===== src/rtl/cc_pkg.sv =====
`timescale 1ns/1ps
package cc_pkg;
  typedef enum logic [1:0] {
    LS_INV = 2'd0,
    LS_SHR = 2'd1,
    LS_EXC = 2'd2
  } line_st_t;

  typedef enum logic [1:0] {
    BC_IDLE  = 2'd0,
    BC_RDMIS = 2'd1,
    BC_WRMIS = 2'd2,
    BC_WBACK = 2'd3
  } bus_cmd_t;

  typedef enum logic [2:0] {
    F_IDLE = 3'd0,
    F_REQ  = 3'd1,
    F_WB   = 3'd2,
    F_MISS = 3'd3,
    F_WAIT = 3'd4
  } fsm_t;
endpackage


===== src/rtl/cc_lines.sv =====
`timescale 1ns/1ps
module cc_lines
  import cc_pkg::*;
#(
  parameter int IDX_W  = 2,
  parameter int TAG_W  = 4,
  parameter int DATA_W = 16
) (
  input  logic              clk,
  input  logic              rst,
  input  logic [IDX_W-1:0]  a_idx,
  output line_st_t          a_st,
  output logic [TAG_W-1:0]  a_tag,
  output logic [DATA_W-1:0] a_data,
  input  logic [IDX_W-1:0]  b_idx,
  output line_st_t          b_st,
  output logic [TAG_W-1:0]  b_tag,
  output logic [DATA_W-1:0] b_data,
  input  logic              fill_en,
  input  logic [IDX_W-1:0]  fill_idx,
  input  line_st_t          fill_st,
  input  logic [TAG_W-1:0]  fill_tag,
  input  logic [DATA_W-1:0] fill_data,
  input  logic              sst_en,
  input  logic [IDX_W-1:0]  sst_idx,
  input  line_st_t          sst_st
);
  localparam int LINES = 1 << IDX_W;

  line_st_t          st_q  [LINES];
  logic [TAG_W-1:0]  tag_m [LINES];
  logic [DATA_W-1:0] dat_m [LINES];

  // per-line state register; snoop update wins over a fill on the same line
  for (genvar g = 0; g < LINES; g++) begin : g_line
    always_ff @(posedge clk) begin
      if (rst) begin
        st_q[g] <= LS_INV;
      end else if (sst_en && sst_idx == IDX_W'(g)) begin
        st_q[g] <= sst_st;
      end else if (fill_en && fill_idx == IDX_W'(g)) begin
        st_q[g] <= fill_st;
      end
    end
  end

  // tag and data storage: single write port, no reset
  always_ff @(posedge clk) begin
    if (fill_en) begin
      tag_m[fill_idx] <= fill_tag;
      dat_m[fill_idx] <= fill_data;
    end
  end

  assign a_st   = st_q[a_idx];
  assign a_tag  = tag_m[a_idx];
  assign a_data = dat_m[a_idx];
  assign b_st   = st_q[b_idx];
  assign b_tag  = tag_m[b_idx];
  assign b_data = dat_m[b_idx];
endmodule


===== src/rtl/cc_snoop.sv =====
`timescale 1ns/1ps
module cc_snoop
  import cc_pkg::*;
#(
  parameter int ADDR_W = 6,
  parameter int IDX_W  = 2,
  parameter int DATA_W = 16
) (
  input  logic                    clk,
  input  logic                    rst,
  input  logic [1:0]              snp_cmd,
  input  logic [ADDR_W-1:0]       snp_addr,
  output logic [IDX_W-1:0]        s_idx,
  input  line_st_t                s_st,
  input  logic [ADDR_W-IDX_W-1:0] s_tag,
  input  logic [DATA_W-1:0]       s_data,
  output logic                    sst_en,
  output line_st_t                sst_st,
  output logic                    snoop_block,
  output logic                    wb_valid,
  output logic [ADDR_W-1:0]       wb_addr,
  output logic [DATA_W-1:0]       wb_data
);
  localparam int TAG_W = ADDR_W - IDX_W;

  logic [TAG_W-1:0] req_tag;
  logic             is_miss;
  logic             is_wr;
  logic             hit;
  logic             need_wb;

  assign s_idx   = snp_addr[IDX_W-1:0];
  assign req_tag = snp_addr[ADDR_W-1:IDX_W];
  assign is_wr   = (snp_cmd == BC_WRMIS);
  assign is_miss = (snp_cmd == BC_RDMIS) || is_wr;
  assign hit     = is_miss && (s_st != LS_INV) && (s_tag == req_tag);
  assign need_wb = hit && (s_st == LS_EXC);

  // a peer read miss leaves a Shared copy alone; every other hit changes state
  assign sst_en      = need_wb || (hit && is_wr);
  assign sst_st      = is_wr ? LS_INV : LS_SHR;
  assign snoop_block = sst_en;

  always_ff @(posedge clk) begin
    if (rst) begin
      wb_valid <= 1'b0;
      wb_addr  <= '0;
      wb_data  <= '0;
    end else begin
      wb_valid <= need_wb;
      if (need_wb) begin
        wb_addr <= snp_addr;
        wb_data <= s_data;
      end
    end
  end
endmodule


===== src/rtl/cc_fsm.sv =====
`timescale 1ns/1ps
module cc_fsm
  import cc_pkg::*;
#(
  parameter int ADDR_W = 6,
  parameter int IDX_W  = 2,
  parameter int DATA_W = 16
) (
  input  logic                    clk,
  input  logic                    rst,
  input  logic                    cpu_req,
  input  logic                    cpu_we,
  input  logic [ADDR_W-1:0]       cpu_addr,
  input  logic [DATA_W-1:0]       cpu_wdata,
  output logic [DATA_W-1:0]       cpu_rdata,
  output logic                    cpu_done,
  output logic                    cpu_stall,
  output logic                    bus_req,
  input  logic                    bus_gnt,
  output logic [1:0]              bus_cmd,
  output logic [ADDR_W-1:0]       bus_addr,
  output logic [DATA_W-1:0]       bus_wdata,
  input  logic [DATA_W-1:0]       mem_rdata,
  input  logic                    peer_wb_valid,
  input  logic [DATA_W-1:0]       peer_wb_data,
  input  logic                    snoop_block,
  output logic [IDX_W-1:0]        l_idx,
  input  line_st_t                l_st,
  input  logic [ADDR_W-IDX_W-1:0] l_tag,
  input  logic [DATA_W-1:0]       l_data,
  output logic                    fill_en,
  output line_st_t                fill_st,
  output logic [ADDR_W-IDX_W-1:0] fill_tag,
  output logic [DATA_W-1:0]       fill_data,
  output logic                    fsm_idle
);
  localparam int TAG_W = ADDR_W - IDX_W;

  fsm_t             state_q;
  logic [TAG_W-1:0] req_tag;
  logic             tag_eq;
  logic             hit;
  logic             accept;
  logic             wr_hit;
  logic             rd_hit;
  logic             need_wb;
  logic [1:0]       miss_cmd;

  assign l_idx    = cpu_addr[IDX_W-1:0];
  assign req_tag  = cpu_addr[ADDR_W-1:IDX_W];
  assign tag_eq   = (l_tag == req_tag);
  assign hit      = (l_st != LS_INV) && tag_eq;
  assign rd_hit   = !cpu_we && hit;
  assign wr_hit   = cpu_we && hit && (l_st == LS_EXC);
  assign need_wb  = (l_st == LS_EXC) && !tag_eq;
  assign miss_cmd = cpu_we ? BC_WRMIS : BC_RDMIS;
  assign accept   = cpu_req && !cpu_done && !snoop_block;
  assign fsm_idle = (state_q == F_IDLE);

  // line write: a local write hit, or the fill at the end of a transaction
  assign fill_en   = (fsm_idle && accept && wr_hit) || (state_q == F_WAIT);
  assign fill_st   = (state_q == F_WAIT && !cpu_we) ? LS_SHR : LS_EXC;
  assign fill_tag  = req_tag;
  assign fill_data = cpu_we ? cpu_wdata : (peer_wb_valid ? peer_wb_data : mem_rdata);

  always_ff @(posedge clk) begin
    if (rst) begin
      state_q   <= F_IDLE;
      cpu_rdata <= '0;
      cpu_done  <= 1'b0;
      cpu_stall <= 1'b0;
      bus_req   <= 1'b0;
      bus_cmd   <= BC_IDLE;
      bus_addr  <= '0;
      bus_wdata <= '0;
    end else begin
      cpu_done <= 1'b0;
      case (state_q)
        F_IDLE: begin
          if (accept) begin
            if (rd_hit) begin
              cpu_rdata <= l_data;
              cpu_done  <= 1'b1;
            end else if (wr_hit) begin
              cpu_done <= 1'b1;
            end else begin
              state_q   <= F_REQ;
              bus_req   <= 1'b1;
              cpu_stall <= 1'b1;
            end
          end
        end
        F_REQ: begin
          // victim decision taken with the grant: snoops may have changed it
          if (bus_gnt) begin
            if (need_wb) begin
              bus_cmd   <= BC_WBACK;
              bus_addr  <= {l_tag, l_idx};
              bus_wdata <= l_data;
              state_q   <= F_WB;
            end else begin
              bus_cmd  <= miss_cmd;
              bus_addr <= cpu_addr;
              state_q  <= F_MISS;
            end
          end
        end
        F_WB: begin
          bus_cmd  <= miss_cmd;
          bus_addr <= cpu_addr;
          state_q  <= F_MISS;
        end
        F_MISS: begin
          bus_cmd <= BC_IDLE;
          state_q <= F_WAIT;
        end
        F_WAIT: begin
          cpu_rdata <= fill_data;
          cpu_done  <= 1'b1;
          cpu_stall <= 1'b0;
          bus_req   <= 1'b0;
          state_q   <= F_IDLE;
        end
        default: state_q <= F_IDLE;
      endcase
    end
  end
endmodule


===== src/rtl/cohcache_ctl.sv =====
`timescale 1ns/1ps
module cohcache_ctl
  import cc_pkg::*;
#(
  parameter int ADDR_W = 6,
  parameter int IDX_W  = 2,
  parameter int DATA_W = 16
) (
  input  logic              clk,
  input  logic              rst,
  input  logic              cpu_req,
  input  logic              cpu_we,
  input  logic [ADDR_W-1:0] cpu_addr,
  input  logic [DATA_W-1:0] cpu_wdata,
  output logic [DATA_W-1:0] cpu_rdata,
  output logic              cpu_done,
  output logic              cpu_stall,
  output logic              bus_req,
  input  logic              bus_gnt,
  output logic [1:0]        bus_cmd,
  output logic [ADDR_W-1:0] bus_addr,
  output logic [DATA_W-1:0] bus_wdata,
  input  logic [DATA_W-1:0] mem_rdata,
  input  logic [1:0]        snp_cmd,
  input  logic [ADDR_W-1:0] snp_addr,
  output logic              wb_valid,
  output logic [ADDR_W-1:0] wb_addr,
  output logic [DATA_W-1:0] wb_data,
  input  logic              peer_wb_valid,
  input  logic [DATA_W-1:0] peer_wb_data
);
  localparam int TAG_W = ADDR_W - IDX_W;

  logic [IDX_W-1:0]  l_idx, s_idx;
  line_st_t          l_st, s_st, fill_st, sst_st;
  logic [TAG_W-1:0]  l_tag, s_tag, fill_tag;
  logic [DATA_W-1:0] l_data, s_data, fill_data;
  logic              fill_en, sst_en, snoop_block, fsm_idle;

  cc_lines #(.IDX_W(IDX_W), .TAG_W(TAG_W), .DATA_W(DATA_W)) u_lines (
    .clk(clk), .rst(rst),
    .a_idx(l_idx), .a_st(l_st), .a_tag(l_tag), .a_data(l_data),
    .b_idx(s_idx), .b_st(s_st), .b_tag(s_tag), .b_data(s_data),
    .fill_en(fill_en), .fill_idx(l_idx), .fill_st(fill_st),
    .fill_tag(fill_tag), .fill_data(fill_data),
    .sst_en(sst_en), .sst_idx(s_idx), .sst_st(sst_st)
  );

  cc_snoop #(.ADDR_W(ADDR_W), .IDX_W(IDX_W), .DATA_W(DATA_W)) u_snoop (
    .clk(clk), .rst(rst),
    .snp_cmd(snp_cmd), .snp_addr(snp_addr),
    .s_idx(s_idx), .s_st(s_st), .s_tag(s_tag), .s_data(s_data),
    .sst_en(sst_en), .sst_st(sst_st), .snoop_block(snoop_block),
    .wb_valid(wb_valid), .wb_addr(wb_addr), .wb_data(wb_data)
  );

  cc_fsm #(.ADDR_W(ADDR_W), .IDX_W(IDX_W), .DATA_W(DATA_W)) u_fsm (
    .clk(clk), .rst(rst),
    .cpu_req(cpu_req), .cpu_we(cpu_we), .cpu_addr(cpu_addr), .cpu_wdata(cpu_wdata),
    .cpu_rdata(cpu_rdata), .cpu_done(cpu_done), .cpu_stall(cpu_stall),
    .bus_req(bus_req), .bus_gnt(bus_gnt), .bus_cmd(bus_cmd),
    .bus_addr(bus_addr), .bus_wdata(bus_wdata), .mem_rdata(mem_rdata),
    .peer_wb_valid(peer_wb_valid), .peer_wb_data(peer_wb_data),
    .snoop_block(snoop_block),
    .l_idx(l_idx), .l_st(l_st), .l_tag(l_tag), .l_data(l_data),
    .fill_en(fill_en), .fill_st(fill_st), .fill_tag(fill_tag),
    .fill_data(fill_data), .fsm_idle(fsm_idle)
  );
endmodule


===== config.mk =====
export PLATFORM = sky130hd
export DESIGN_NAME = cohcache_ctl
export DESIGN_NICKNAME = d
export VERILOG_FILES = /design/src/rtl/cc_pkg.sv /design/src/rtl/cc_lines.sv /design/src/rtl/cc_snoop.sv /design/src/rtl/cc_fsm.sv /design/src/rtl/cohcache_ctl.sv
export SDC_FILE = /design/constraint.sdc
export NUM_CORES = 1
export LEC_CHECK = 0
export ABC_AREA = 1
export BUFFER_PORTS_ARGS = -buffer_cell sky130_fd_sc_hd__buf_2
export CORE_MARGIN = 2
export CORE_UTILIZATION = 40
export CTS_BUF_LIST = sky130_fd_sc_hd__clkbuf_4 sky130_fd_sc_hd__clkbuf_8
export CTS_CLUSTER_DIAMETER = 50
export DETAILED_ROUTE_END_ITERATION = 10
export PLACE_DENSITY_LB_ADDON = 0.05
export SYNTH_ARGS = -nofsm -noshare
export SYNTH_HDL_FRONTEND = slang
export SYNTH_SLANG_ARGS = --single-unit

===== constraint.sdc =====
create_clock -name clk -period 2.1 [get_ports clk]
set_input_delay 0.21 -clock clk [delete_from_list [all_inputs] [get_ports clk]]
set_output_delay 0.21 -clock clk [all_outputs]
set_load 0.02 [all_outputs]

After elaboration in Yosys (flattened, before gate mapping) --
Memories as Yosys holds them, arrays and structs flattened. A register that Yosys moved wholly into a read port is not among the register bits. Cells that the tools add are included.
Word-level totals: RAM bits 88, logic and storage cells 152, register bits after elaboration 52, memories kept 3, output and inout port bits 66, input port bits 68
Cells by class: reduce and logical (&&, ||, !) cells 43, bitwise logic cells 8, equality and inequality tests 21, muxes and demuxes 68
Memory list:
- u_lines.dat_m | depth 4, width 16, read ports 2, clocked after Yosys merged registers in 1, write ports 1, line cc_lines.sv:32 | logic [DATA_W-1:0] dat_m [LINES];
- u_lines.tag_m | depth 4, width 4, read ports 2, clocked after Yosys merged registers in 0, write ports 1, line cc_lines.sv:31 | logic [TAG_W-1:0] tag_m [LINES];
- u_lines.st_q | depth 4, width 2, read ports 2, clocked after Yosys merged registers in 0, write ports 4, line cc_lines.sv:30 | line_st_t st_q [LINES];
Operators by type and width (number):
- 2-to-1 mux 16 bit | 4
- 2-to-1 mux 1 bit | 40
- case mux 16 bit (2 select lines) | 1
- 2-to-1 mux 2 bit | 12
- logical AND 1 bit | 22
- equality test 2 bit (second input constant) | 7
- 2-to-1 mux 3 bit | 4
- 2-to-1 mux 6 bit | 2
- case mux 3 bit (4 select lines) | 1
- case mux 6 bit (2 select lines) | 1
- inequality test 2 bit (second input constant) | 5
- equality test 4 bit | 2
- OR 1 bit | 8
- AND reduction 4 bit | 2
- nonzero test 2 bit | 4
- equality test 2 x 1 -> 1 bit (second input constant) | 3
- equality test 3 x 2 -> 1 bit (second input constant) | 2
- case mux 2 bit (3 select lines) | 1
- AND reduction 3 bit | 2
- zero test 1 bit | 4
- zero test 2 bit | 2
- case mux 1 bit (2 select lines) | 2
- AND reduction 2 bit | 2
- equality test 3 x 1 -> 1 bit (second input constant) | 1
- other kinds (4) | 6

Logic depth before layout (Yosys ltp) --
Gate-level depths: netlist (run 1).
depth in word-level cells 17, depth in mapped cells 17, mapped depth without buffers 16

Hierarchy --
A second synthesis (run 1) with hierarchy kept.
Second synthesis, totals: cells, all modules 985, area total of the unflattened synthesis 7943.9 um^2
By module, submodules not included:
- cc_lines | area an instance 4270.3 um^2, cells each 419, sequential area each 2642.5 um^2, instances 1
- cc_fsm | area an instance 2503.7 um^2, cells each 382, sequential area each 900.9 um^2, instances 1
- cc_snoop | area an instance 1169.9 um^2, cells each 184, sequential area each 460.4 um^2, instances 1

Least setup slack after synthesis (run 1) --
Ideal clock, no wire load.
path kind input to register, start point input cpu_addr[1], end point memory u_lines.dat_m[3][0] (enable), cell stages on the path 15, path slack -0.168 ns, required time 1.725 ns, data arrival time 1.893 ns, library setup time 0.375 ns, buffers on the path 1, cell sequence buf_2 > inv_2 > nand2_1 > inv_2 > nand2_1 > nand2_1 > nor2_1 > nand2_1 > nor2_1 > nand3_1 > nor2_1 > nand3_1 > nand2_1 > nand2_1 > inv_1
Between the ends: longest elaborated chain between the ends 9, elaborated cells between the ends (all ways) 12, those cells by class 2 x eq/ne; 2 x mux; 6 x reduce/logical; 2 x memory
Ends and longest elaborated chain:
- start, declared | line cohcache_ctl.sv:13 | input logic [ADDR_W-1:0] cpu_addr,
- memory read (4 x 4 bit) / memory read (4 x 2 bit) (equally long branches)
- equality test 4 bit / nonzero test 2 bit (equally long branches) | line cc_fsm.sv:51, cc_fsm.sv:52
- logical AND 1 bit | line cc_fsm.sv:52 | assign hit = (l_st != LS_INV) && tag_eq;
- logical AND 1 bit (2 in series) | line cc_fsm.sv:54 | assign wr_hit = cpu_we && hit && (l_st == LS_EXC);
- logical AND 1 bit | line cc_fsm.sv:61 | assign fill_en = (fsm_idle && accept && wr_hit) || (state_q == F_WAIT);
- logical OR 1 bit | line cc_fsm.sv:61
- 2-to-1 mux 1 bit | line cc_lines.sv:49 | if (fill_en) begin
- 2-to-1 mux 1 bit (implied by the code) | line cc_lines.sv:51 | dat_m[fill_idx] <= fill_data;
- end, declared | line cc_lines.sv:32
Several ways; a longest one is shown, not always the timed one.

==> results.md, run 1 <==
- Sw Share: 0.2633
- Hold Vio Cnt, Final: 0
- Clock skew: 0.01361 ns
- Top delay family on crit path: simple AND/OR/NAND/NOR gates
- Max-cap viol count: 0
- Slew of the pin with the lowest slew margin: 0.6443 ns
- WP data required: 2.27 ns
- Netlist cell types: 31
- Syn Nets: 894
- Crit end category: flip-flop
- Initial Util: 0.4118
- Via count: 6861
- TritonRoute pass-1 iters: 6
- Core area: 17420 um^2
- Max-slew violations: 0
- Tot GR Track Use: 0.2427
- Final Worst Setup Slack: -0.04709 ns
- Clock Latency Late Sink: 0.45 ns
- HPWL Detailed: 17190 um
- Clk slew on worst S/H paths: 0.09 ns
- Root Buffer: clkbuf_8
- Mapped Area: 7172 um^2
- Pin count of the biggest net entering global routing: 37
- Max incr delay on CP: 0.44 ns
- CTS Hold Bufs: 0
- CP Max Fanout: 5
- DR DRC count: 0
- Post-synth EDFFs: 88
- Sum of buffers and inverters on the critical path: 3
- Filler cells: 1632
- Startpoint Class: flip-flop
- Area Overhead vs Synth: 35.57%
- Die width: 137.9 um
- PD cells: 684.2 nW/um^2
- Total grt overflow: 0
- # diodes: 0
- Share of layout cells above drive strength 1: 0.3210
- Final period util: 1.022
- #FFs+latches synth: 156
- Wire per inst: 18.54 um
- Core Rows: 48
- Crit path DAT: 2.32 ns
- Main synth FF type: edfxtp_1
- Die area: 19020 um^2
- Routed Antenna Nets: 0
- Worst VDD drop: 0.4505 mV
- Leak: 4.406 nW
- Initial antenna violation count: 0
- Port-buffer cells: 133
- Total detailed-routing wirelength: 24160 um
- H-tree depth: 4
- Vias in the first global route: 6435
- Routability cong.: 0.8406
- Cells after synthesis: 825
- Mean Syn Cell Area: 8.693 um^2
- P_sw: 1.752 mW
- Pre-CTS WS: -0.2624 ns
- Worst hold path class: in -> reg
- Violated checks: setup timing
- Nets@finish: 1134
- Critical-path cell list: nand2_1, nand2_1, nand2_1, nand2_1, nand2_1, nand2_1, nor2_4, nand3_2, nor2_2, nand3_2, nand2_4, nand2_4, clkinvlp_4, buf_6, buf_6
- Critical path class: reg -> reg
- Fraction of registers with async set/reset: 0
- RSZ-0062 raised after global routing: true
- Max transition margin: 0.5700
- Clk network pwr share: 0.348
- CTS tree: done
- Synth warn: 0
- Post-synthesis sequential area ratio: 0.5583
- Io pins: 134
- Run status: finished with violations
- Vias/cell: 5.266
- P_int: 4.901 mW
- Die Span Y: 137.9 um
- Inserted Clock Buffers: 17
- Achievable frequency: 465.7 MHz
- Setup TNS Final: -1.076 ns
- Hold slack: 0.04426 ns
- Min cycle time layout: 2.147 ns
- Initial DRC count: 487
- Sequential share of power: 0.499
- Clock Sinks: 156
- Slowest CP cell: edfxtp_1
- Final Setup Violations: 47
- Clock buffer depth: 2
- Most common cell on crit path: nand2_1
- First-pass GRT wire length: 34020 um
- Combinational share of power: 0.152
==> cell usage in the layout (no fill, tap or decap), types with 5 or more instances in the layout <==
cell	synthesis	layout
a21oi_1	97	96
a221oi_1	32	32
buf_12	0	8
buf_2	12	133
buf_4	3	105
buf_6	1	11
clkbuf_8	0	17
clkinv_1	6	7
clkinvlp_4	0	5
dfxtp_1	68	68
edfxtp_1	88	88
inv_1	80	76
inv_2	5	5
nand2_1	190	178
nand2_2	2	10
nand2_4	0	5
nand3_1	40	34
nand3_2	0	5
nor2_1	49	41
nor2_2	6	9
nor2_4	0	5
o21a_1	11	11
o21ai_0	34	25
o21ai_1	32	38
o22ai_1	28	28
==> path summary, 6_finish.rpt <==
path | start | end | slack, ns | cells after the start
worst max-delay path | u_lines.tag_m[3][2] | u_lines.dat_m[2][4] | -0.05 | 15
worst min-delay path | snp_addr[5] | u_snoop.wb_addr[5] | 0.04 | 3
worst max register to register | u_lines.tag_m[3][2] | u_lines.dat_m[2][4] | -0.05 | 15
worst min register to register | u_fsm.cpu_stall | u_fsm.cpu_stall | 0.46 | 2
==> flip-flops by register name, indices dropped and copies added, names as in the netlist, 2 cells and up <==
| register | cells |
|---|---|
| u_lines.dat_m | 64 |
| u_fsm.bus_wdata | 16 |
| u_fsm.cpu_rdata | 16 |
| u_lines.tag_m | 16 |
| u_snoop.wb_data | 16 |
| u_lines.st_q | 8 |
| u_fsm.bus_addr | 6 |
| u_snoop.wb_addr | 6 |
| u_fsm.state_q | 3 |
| u_fsm.bus_cmd | 2 |
==> through the flow <==
stage,power [mW],instance area [um^2],utilization,instances
global placement,4.322,8852,0.5083,1247
CTS,6.655,9419,0.5408,1291
finish,6.653,9723,0.5583,1303
floorplan,3.880,7194,-,825
detailed placement,4.329,8852,0.5083,1247
global route,6.906,9723,0.5583,1303
==> worst reg2reg max path: stages, from the launching register on <==
cell and delay (ns):
edfxtp_1 0.44, nand2_1 0.08, nand2_1 0.05, nand2_1 0.09, nand2_1 0.09, nand2_1 0.07
nand2_1 0.08, nor2_4 0.14, nand3_2 0.10, nor2_2 0.10, nand3_2 0.09, nand2_4 0.12
nand2_4 0.07, clkinvlp_4 0.13, buf_6 0.12, buf_6 0.11
==> repair_timing <==
action | in CTS | in global routing
gates resized for setup | 14 | 47
gates cloned | 1 | 6
endpoints found under the setup margin | 86 | 110
pin swaps | 11 | 27
buffers inserted | 11 | 8
==> synthesized netlist by cell type (3+ instances only) <==
library cell,instances,area share
buf_1,4,0.0021
nand3_1,40,0.028
o211ai_1,4,0.0042
a21oi_1,97,0.068
o22ai_1,28,0.024
nor2_1,49,0.026
clkbuf_1,23,0.012
edfxtp_1,88,0.37
clkinv_1,6,0.0031
inv_2,5,0.0026
o21a_1,11,0.012
a221oi_1,32,0.039
dfxtp_1,68,0.19
inv_1,80,0.042
o21ai_1,32,0.022
nand2_1,190,0.099
buf_2,12,0.0084
nor2_2,6,0.0052
o21ai_0,34,0.024
buf_4,3,0.0031
==> per-layer routing <==
layer | track usage | up-vias | wire length (um)
li1 | - | 3335 | -
met1 | 0.2917 | 3238 | 10090
met2 | 0.4334 | 243 | 12090
met3 | 0.03436 | 45 | 1260
met4 | 0.1043 | 0 | 724
met5 | 0 | - | 0
==> power by group through the flow <==
stage	Clock [mW]	Combinational, mW	Sequential [mW]
floorplan	0	0.442	3.44
global placement	0	0.931	3.39
detailed placement	0	0.938	3.39
CTS	2.37	0.968	3.32
global route	2.48	1.10	3.33
finish	2.32	1.01	3.32
==> layout make-up <==
class | count | area [um^2] | area share
flip-flops and latches | 156 | 4004 | 0.4118
multi-input cells | 536 | 2799 | 0.2879
repair buffers | 263 | 1881 | 0.1934
inverters | 91 | 356.6 | 0.03667
well taps | 225 | 281.5 | 0.02895
clock buffers | 20 | 256.5 | 0.02638
clock inverters | 12 | 145.1 | 0.01493
==> cell families after synthesis <==
kind of cell / count (synthesis) / share of synthesized area
fa+ha+maj: 1 / 0.001744
compound gates: 241 / 0.1977
flops: 156 / 0.5583
buf+inv: 134 / 0.07484
simple gates: 293 / 0.1675
Power figures use the tool's default switching activity.
==> run 2, diff against run 1 <==
--- a/config.mk
+++ b/config.mk
@@ -13,6 +13,7 @@
 export CTS_CLUSTER_DIAMETER = 50
 export DETAILED_ROUTE_END_ITERATION = 10
 export PLACE_DENSITY_LB_ADDON = 0.05
+export SKIP_CTS_REPAIR_TIMING = 1
 export SYNTH_ARGS = -nofsm -noshare
 export SYNTH_HDL_FRONTEND = slang
 export SYNTH_SLANG_ARGS = --single-unit
==> run 2 against run 1 <==
Effect of this change: the flow still finishes with violations (setup timing); setup slack worse by 0.00065 ns; clock skew down 0.00080 ns; sequential power about the same; power down 0.35%; design area down 2.3%; sequential share of layout area up 0.98 points; first-iteration DRC count down 6.2%.
==> results.md, run 2 (same netlist as run 1, synthesis figures left out) <==
- Run status: finished with violations
- Violated checks: setup timing
- Port-buffer cells: 133 (unchanged)
- Leak: 4.284 nW (-2.8%)
- Routed Antenna Nets: 0 (unchanged)
- TritonRoute pass-1 iters: 5 (-1)
- Worst VDD drop: 0.4432 mV (-1.6%)
- Die width: 137.9 um (unchanged)
- Initial DRC count: 457 (-6.2%)
- Nets@finish: 1116 (-1.6%)
- Dpl cells: 1247 (unchanged)
- Worst reg2reg path startpoint: u_lines.tag_m[1][3]
- Total grt overflow: 0 (unchanged)
- Die area: 19020 um^2 (unchanged)
- Endpoint, Worst Hold: u_snoop.wb_addr[5]
- Pre-CTS WS: -0.2624 ns (unchanged)
- Initial Util: 0.4118 (unchanged)
- Core Rows: 48 (unchanged)
- Inserted Clock Buffers: 17 (unchanged)
- Max-slew violations: 0 (unchanged)
- Achievable frequency: 465.6 MHz (about the same)
- Area after DPL: 8852 um^2 (unchanged)
- Core area: 17420 um^2 (unchanged)
- Wire per inst: 18.01 um (-2.9%)
- CTS tree: done
- Worst hold path cell count: 3 (unchanged)
- R2r endpoint: u_lines.dat_m[2][15]
- Clock skew: 0.01281 ns (-0.0008039 ns)
- RSZ-0062 raised after global routing: true
- Largest register FFs: 64 (unchanged)
- Clock Latency Late Sink: 0.45 ns (about the same)
- Slowest CP cell: edfxtp_1
- Min cycle time layout: 2.148 ns (+0.0006468 ns)
- Final non-filler cell total: 1285 (-1.4%)
- Most common cell after layout, fill and taps aside: nand2_1
- Max incr delay on CP: 0.43 ns (about the same)
- Critical path class: reg -> reg
- Design area: 9497 um^2 (-2.3%)
- Pin count of the biggest net entering global routing: 37 (unchanged)
- H-tree depth: 4 (unchanged)
- # diodes: 0 (unchanged)
- Tot GR Track Use: 0.2408 (-0.001961)
- Slew of the pin with the lowest slew margin: 0.6440 ns (-0.0003012 ns)
- Seq. cell area: 4004 um^2 (unchanged)
- WP data required: 2.27 ns (about the same)
- Clock buffer depth: 2 (unchanged)
- Final period util: 1.023 (about the same)
- Worst hold path class: in -> reg
- First-pass GRT wire length: 33770 um (-0.73%)
- Startpoint Class: flip-flop
- Vias in the first global route: 6375 (-0.93%)
- Filler cells: 1662 (+1.8%)
- Crit end category: flip-flop
- CP Max Fanout: 6 (+1)
- Cells on worst reg2reg path: 14 (-1)
- Total power: 6.629 mW (-0.35%)
- Clock Sinks: 156 (unchanged)
- Total detailed-routing wirelength: 23140 um (-4.2%)
- Max transition margin: 0.5702 (about the same)
- Multi-input gate area: 2761 um^2 (-1.3%)
- Io pins: 134 (unchanged)
- Fin util: 0.5453 (-0.01300)
- Area Overhead vs Synth: 32.41%
- Critical-path cell list: nand2_1, o21ai_0, nand2_1, nand2_1, nand2_1, nand2_2, nor2_4, nand3_2, nor2_2, nand3_2, nand2_4, nand2_4, clkinvlp_4, clkbuf_16
- Hold path startpoint: snp_addr[5]
- Hold Vio Cnt, Final: 0 (unchanged)
- Via count: 6718 (-2.1%)
- HPWL Detailed: 17190 um (unchanged)
- Routability cong.: 0.8406 (unchanged)
- PD cells: 698.1 nW/um^2 (+2.0%)
- Initial antenna violation count: 0 (unchanged)
- Crit path DAT: 2.32 ns (about the same)
- Setup TNS Final: -0.7720 ns (+0.3038 ns)
- Max-cap viol count: 0 (unchanged)
- Final Worst Setup Slack: -0.04774 ns (-0.0006468 ns)
- Most common cell on crit path: nand2_1
- Root Buffer: clkbuf_8
- Share of layout cells above drive strength 1: 0.3000 (-0.02096)
- Die Span Y: 137.9 um (unchanged)
- DR DRC count: 0 (unchanged)
- R2r setup slk: -0.05 ns (about the same)
- Commonest cells after routing, fill and taps aside: 183 x nand2_1, 133 x buf_2, 96 x buf_4
- Final Setup Violations: 40 (-15%)
- Clk slew on worst S/H paths: 0.09 ns (about the same)
- Hold slack: 0.04096 ns (-0.003295 ns)
- Reg with most FFs: u_lines.dat_m
- Vias/cell: 5.228 (-0.71%)
## run 2: where the power goes
part           leakage, nW  total, mW  internal [mW]  switching, mW
Clock                0.210       2.32           1.21           1.10
Combinational         2.72      0.991          0.388          0.603
Sequential            1.35       3.32           3.29         0.0321
## run 2: worst max path at each step
stage / from / end / cells after the start
floorplan: cpu_addr[1] / u_lines.dat_m[3][0] / 15
global placement: snp_addr[0] / u_lines.dat_m[2][8] / 13
global route: u_lines.tag_m[2][1] / u_lines.dat_m[2][15] / 14
CTS: u_lines.tag_m[0][3] / u_lines.dat_m[2][12] / 12
detailed placement: snp_addr[0] / u_lines.dat_m[2][5] / 13
finish: u_lines.tag_m[1][3] / u_lines.dat_m[2][15] / 14
## run 2: area by class of cell
| class | count | area share |
|---|---|---|
| multi-input combinational | 535 | 0.2908 |
| sequential | 156 | 0.4216 |
| clock inverter | 12 | 0.01528 |
| clock buffer | 20 | 0.02701 |
| timing repair buffer | 246 | 0.1781 |
| tap | 225 | 0.02964 |
| inverter | 91 | 0.03755 |
## run 2: worst max-delay path, delay by kind of cell, from the launching register on
| family | cells | cell delay (ns) |
|---|---|---|
| and+or+nand+nor | 11 | 1.01 |
| buffers and inverters | 2 | 0.36 |
| DFF | 1 | 0.43 |
| AOI/OAI and AO/OA | 1 | 0.08 |
## run 2: metal layers
layer | wire (um) | vias up | share of wire | track usage
met2 | 11690 | 223 | 0.51 | 0.4312
met5 | 0 | - | 0 | 0
met1 | 9608 | 3150 | 0.42 | 0.2917
met4 | 689 | 0 | 0.030 | 0.09637
li1 | - | 3302 | - | -
met3 | 1149 | 43 | 0.050 | 0.03326
==> run 3, diff against run 2 <==
--- a/config.mk
+++ b/config.mk
@@ -7,13 +7,12 @@
 export LEC_CHECK = 0
 export ABC_AREA = 1
 export BUFFER_PORTS_ARGS = -buffer_cell sky130_fd_sc_hd__buf_2
+export CORE_ASPECT_RATIO = 0.8
 export CORE_MARGIN = 2
 export CORE_UTILIZATION = 40
 export CTS_BUF_LIST = sky130_fd_sc_hd__clkbuf_4 sky130_fd_sc_hd__clkbuf_8
-export CTS_CLUSTER_DIAMETER = 50
 export DETAILED_ROUTE_END_ITERATION = 10
 export PLACE_DENSITY_LB_ADDON = 0.05
-export SKIP_CTS_REPAIR_TIMING = 1
 export SYNTH_ARGS = -nofsm -noshare
 export SYNTH_HDL_FRONTEND = slang
 export SYNTH_SLANG_ARGS = --single-unit
==> run 3 against run 2 <==
Effect of this change: the flow still finishes with violations (setup timing); sequential share of layout area shrank 2.1 points; clock power grew 14%; register-to-register slack is essentially flat; worst hold slack gained 0.0034 ns; global-route usage grew 0.48 points; clock skew grew 0.0064 ns; core utilization grew 2.8 points; sequential cell count is the same; largest power group unchanged; highest routed layer unchanged.
==> results.md, run 3 (same netlist as run 1, synthesis figures left out) <==
- Reg with most FFs: u_lines.dat_m
- Clock buffer depth: 2 (unchanged)
- CP Max Fanout: 8 (+2)
- Metal3 WL: 2705 um (+140%)
- Worst VDD drop: 0.3391 mV (-23%)
- Violated checks: setup timing
- Combinational share of power: 0.150 (about the same)
- CP startpoint: u_lines.tag_m[2][0]
- Initial Util: 0.4114 (about the same)
- Max-cap viol count: 0 (unchanged)
- Worst reg2reg path startpoint: u_lines.tag_m[2][0]
- Total grt overflow: 0 (unchanged)
- Routability cong.: 0.9097 (+8.2%)
- Die width: 153.7 um (+11%)
- Clk network pwr share: 0.376 (+0.027)
- Share of layout cells above drive strength 1: 0.3722 (+0.07220)
- Via count: 6903 (+2.8%)
- Clock skew: 0.01923 ns (+0.006421 ns)
- H-tree depth: 4 (unchanged)
- Core area: 17430 um^2 (about the same)
- # diodes: 0 (unchanged)
- Clock Latency Late Sink: 0.46 ns (about the same)
- RSZ-0062 raised after global routing: true
- Fin util: 0.5736 (+0.02838)
- Critical path class: reg -> reg
- R2r setup slk: -0.04 ns (about the same)
- Root Buffer: clkbuf_8
- Area Overhead vs Synth: 39.43%
- P_int: 5.229 mW (+6.9%)
- Vias in the first global route: 6259 (-1.8%)
- Min cycle time layout: 2.136 ns (-0.01185 ns)
- Io pins: 134 (unchanged)
- P_sw: 1.799 mW (+3.5%)
- Sequential share of power: 0.473 (-0.028)
- CTS tree: done
- HPWL Detailed: 17170 um (-0.15%)
- Initial DRC count: 644 (+41%)
- Core Rows: 43 (-10%)
- TritonRoute pass-1 iters: 5 (unchanged)
- Inserted Clock Buffers: 17 (unchanged)
- Setup TNS Final: -0.5253 ns (+0.2467 ns)
- Final Worst Setup Slack: -0.03589 ns (+0.01185 ns)
- DR WL met2: 9250 um (-21%)
- Pin count of the biggest net entering global routing: 44 (+19%)
- Final period util: 1.017 (-0.005642)
- Highest Signal Layer: met4
- Routed Antenna Nets: 0 (unchanged)
- PD cells: 702.9 nW/um^2 (+0.69%)
- Initial antenna violation count: 0 (unchanged)
- Startpoint Class: flip-flop
- Port-buffer cells: 133 (unchanged)
- Nets@finish: 1128 (+1.1%)
- Tot GR Track Use: 0.2456 (+0.004793)
- Worst hold path class: in -> reg
- Hold path startpoint: snp_addr[2]
- Most common cell after layout, fill and taps aside: nand2_1
- Vias/cell: 5.322 (+1.8%)
- Clock Sinks: 156 (unchanged)
- Sw Share: 0.2560 (-0.006321)
- Max-slew violations: 0 (unchanged)
- DR DRC count: 0 (unchanged)
- Slew of the pin with the lowest slew margin: 0.6716 ns (+0.02752 ns)
- Crit path DAT: 2.35 ns (+0.03 ns)
- Leak: 4.417 nW (+3.1%)
- Max transition margin: 0.5523 (-0.01787)
- Die area: 19020 um^2 (about the same)
- Hold slack: 0.04441 ns (+0.003443 ns)
- WL met1: 12060 um (+26%)
- Run status: finished with violations
- Commonest cells after routing, fill and taps aside: 158 x nand2_1, 133 x buf_2, 95 x buf_4
- WP data required: 2.31 ns (+0.04 ns)
- Hold Vio Cnt, Final: 0 (unchanged)
- Clk slew on worst S/H paths: 0.08 ns (about the same)
- Largest register FFs: 64 (unchanged)
- Wire per inst: 18.68 um (+3.7%)
- First-pass GRT wire length: 35250 um (+4.4%)
- Achievable frequency: 468.2 MHz (+0.55%)
- Total detailed-routing wirelength: 24230 um (+4.7%)
- Final Setup Violations: 41 (+2.5%)
- Die Span Y: 123.8 um (-10%)
- Crit end category: flip-flop
[run 3: cell types whose count changed in the layout (fill, tap and decap cells not counted), moves of 3 or more]
cell,before,now
a21oi_1,94,73
a21oi_2,3,24
buf_6,4,12
clkbuf_8,17,20
inv_1,76,71
inv_2,5,10
nand2_1,183,158
nand2_2,5,30
nand3_1,36,33
nor2_4,4,8
o21ai_1,34,22
o21ai_2,2,12
[run 3: power by group through the flow]
stage | logic [mW] | registers (mW) | clock network, mW
floorplan | 0.442 | 3.44 | 0
global placement | 0.945 | 3.39 | 0
detailed placement | 0.950 | 3.39 | 0
CTS | 0.971 | 3.32 | 2.68
global route | 1.15 | 3.33 | 2.82
finish | 1.06 | 3.33 | 2.65
[run 3: metal layers]
layer,GRT usage,vias up
met5,0,-
li1,-,3328
met2,0.3000,330
met1,0.3970,3228
met3,0.09395,17
met4,0.04874,0
[run 3: metrics by stage]
stage	area [um^2]	instances	setup WS (ns)	power (mW)
after global placement	8870	1246	-0.2124	4.338
after floorplan	7194	825	0.03745	3.880
final	10000	1297	-0.03589	7.028
after detailed placement	8870	1246	-0.2528	4.345
after global routing	10000	1297	-0.1628	7.305
after CTS	9422	1280	-0.04232	6.980
[run 3: path summary, 6_finish.rpt]
path,end,depth (start not counted)
hold reg to reg,u_fsm.cpu_rdata[0],2
setup reg to reg,u_lines.dat_m[2][11],13
setup / recovery,u_lines.dat_m[2][11],13
hold / removal,u_snoop.wb_addr[2],3
[run 3: area by class of cell]
class                   count  area [um^2]
well taps                 225        281.5
flip-flops and latches    156         4004
inverters                  91        356.6
clock inverters            11        185.2
repair buffers            258         1879
fillers                  1595         7432
clock buffers              21        282.8
multi-input cells         535         3010
[run 3: repair_timing]
| item | CTS | global route |
|---|---|---|
| setup endpoints to repair | 106 | 137 |
| gates resized for setup | 19 | 105 |
| pin swaps | 2 | 39 |
| setup buffers | 2 | 10 |
| hold buffers | 0 | 0 |
| cloned | 0 | 7 |
[run 3: critical path, stage by stage, from the launching register on]
cell and delay [ns]:
edfxtp_1 0.42, buf_6 0.14, buf_4 0.12, nand2_2 0.05
nand2_1 0.05, nand2_1 0.07, nand3b_1 0.09, nand2_2 0.11
nand4_4 0.17, nand3_4 0.15, nand2_8 0.08, nand2_4 0.08
clkinvlp_4 0.15, clkbuf_16 0.21
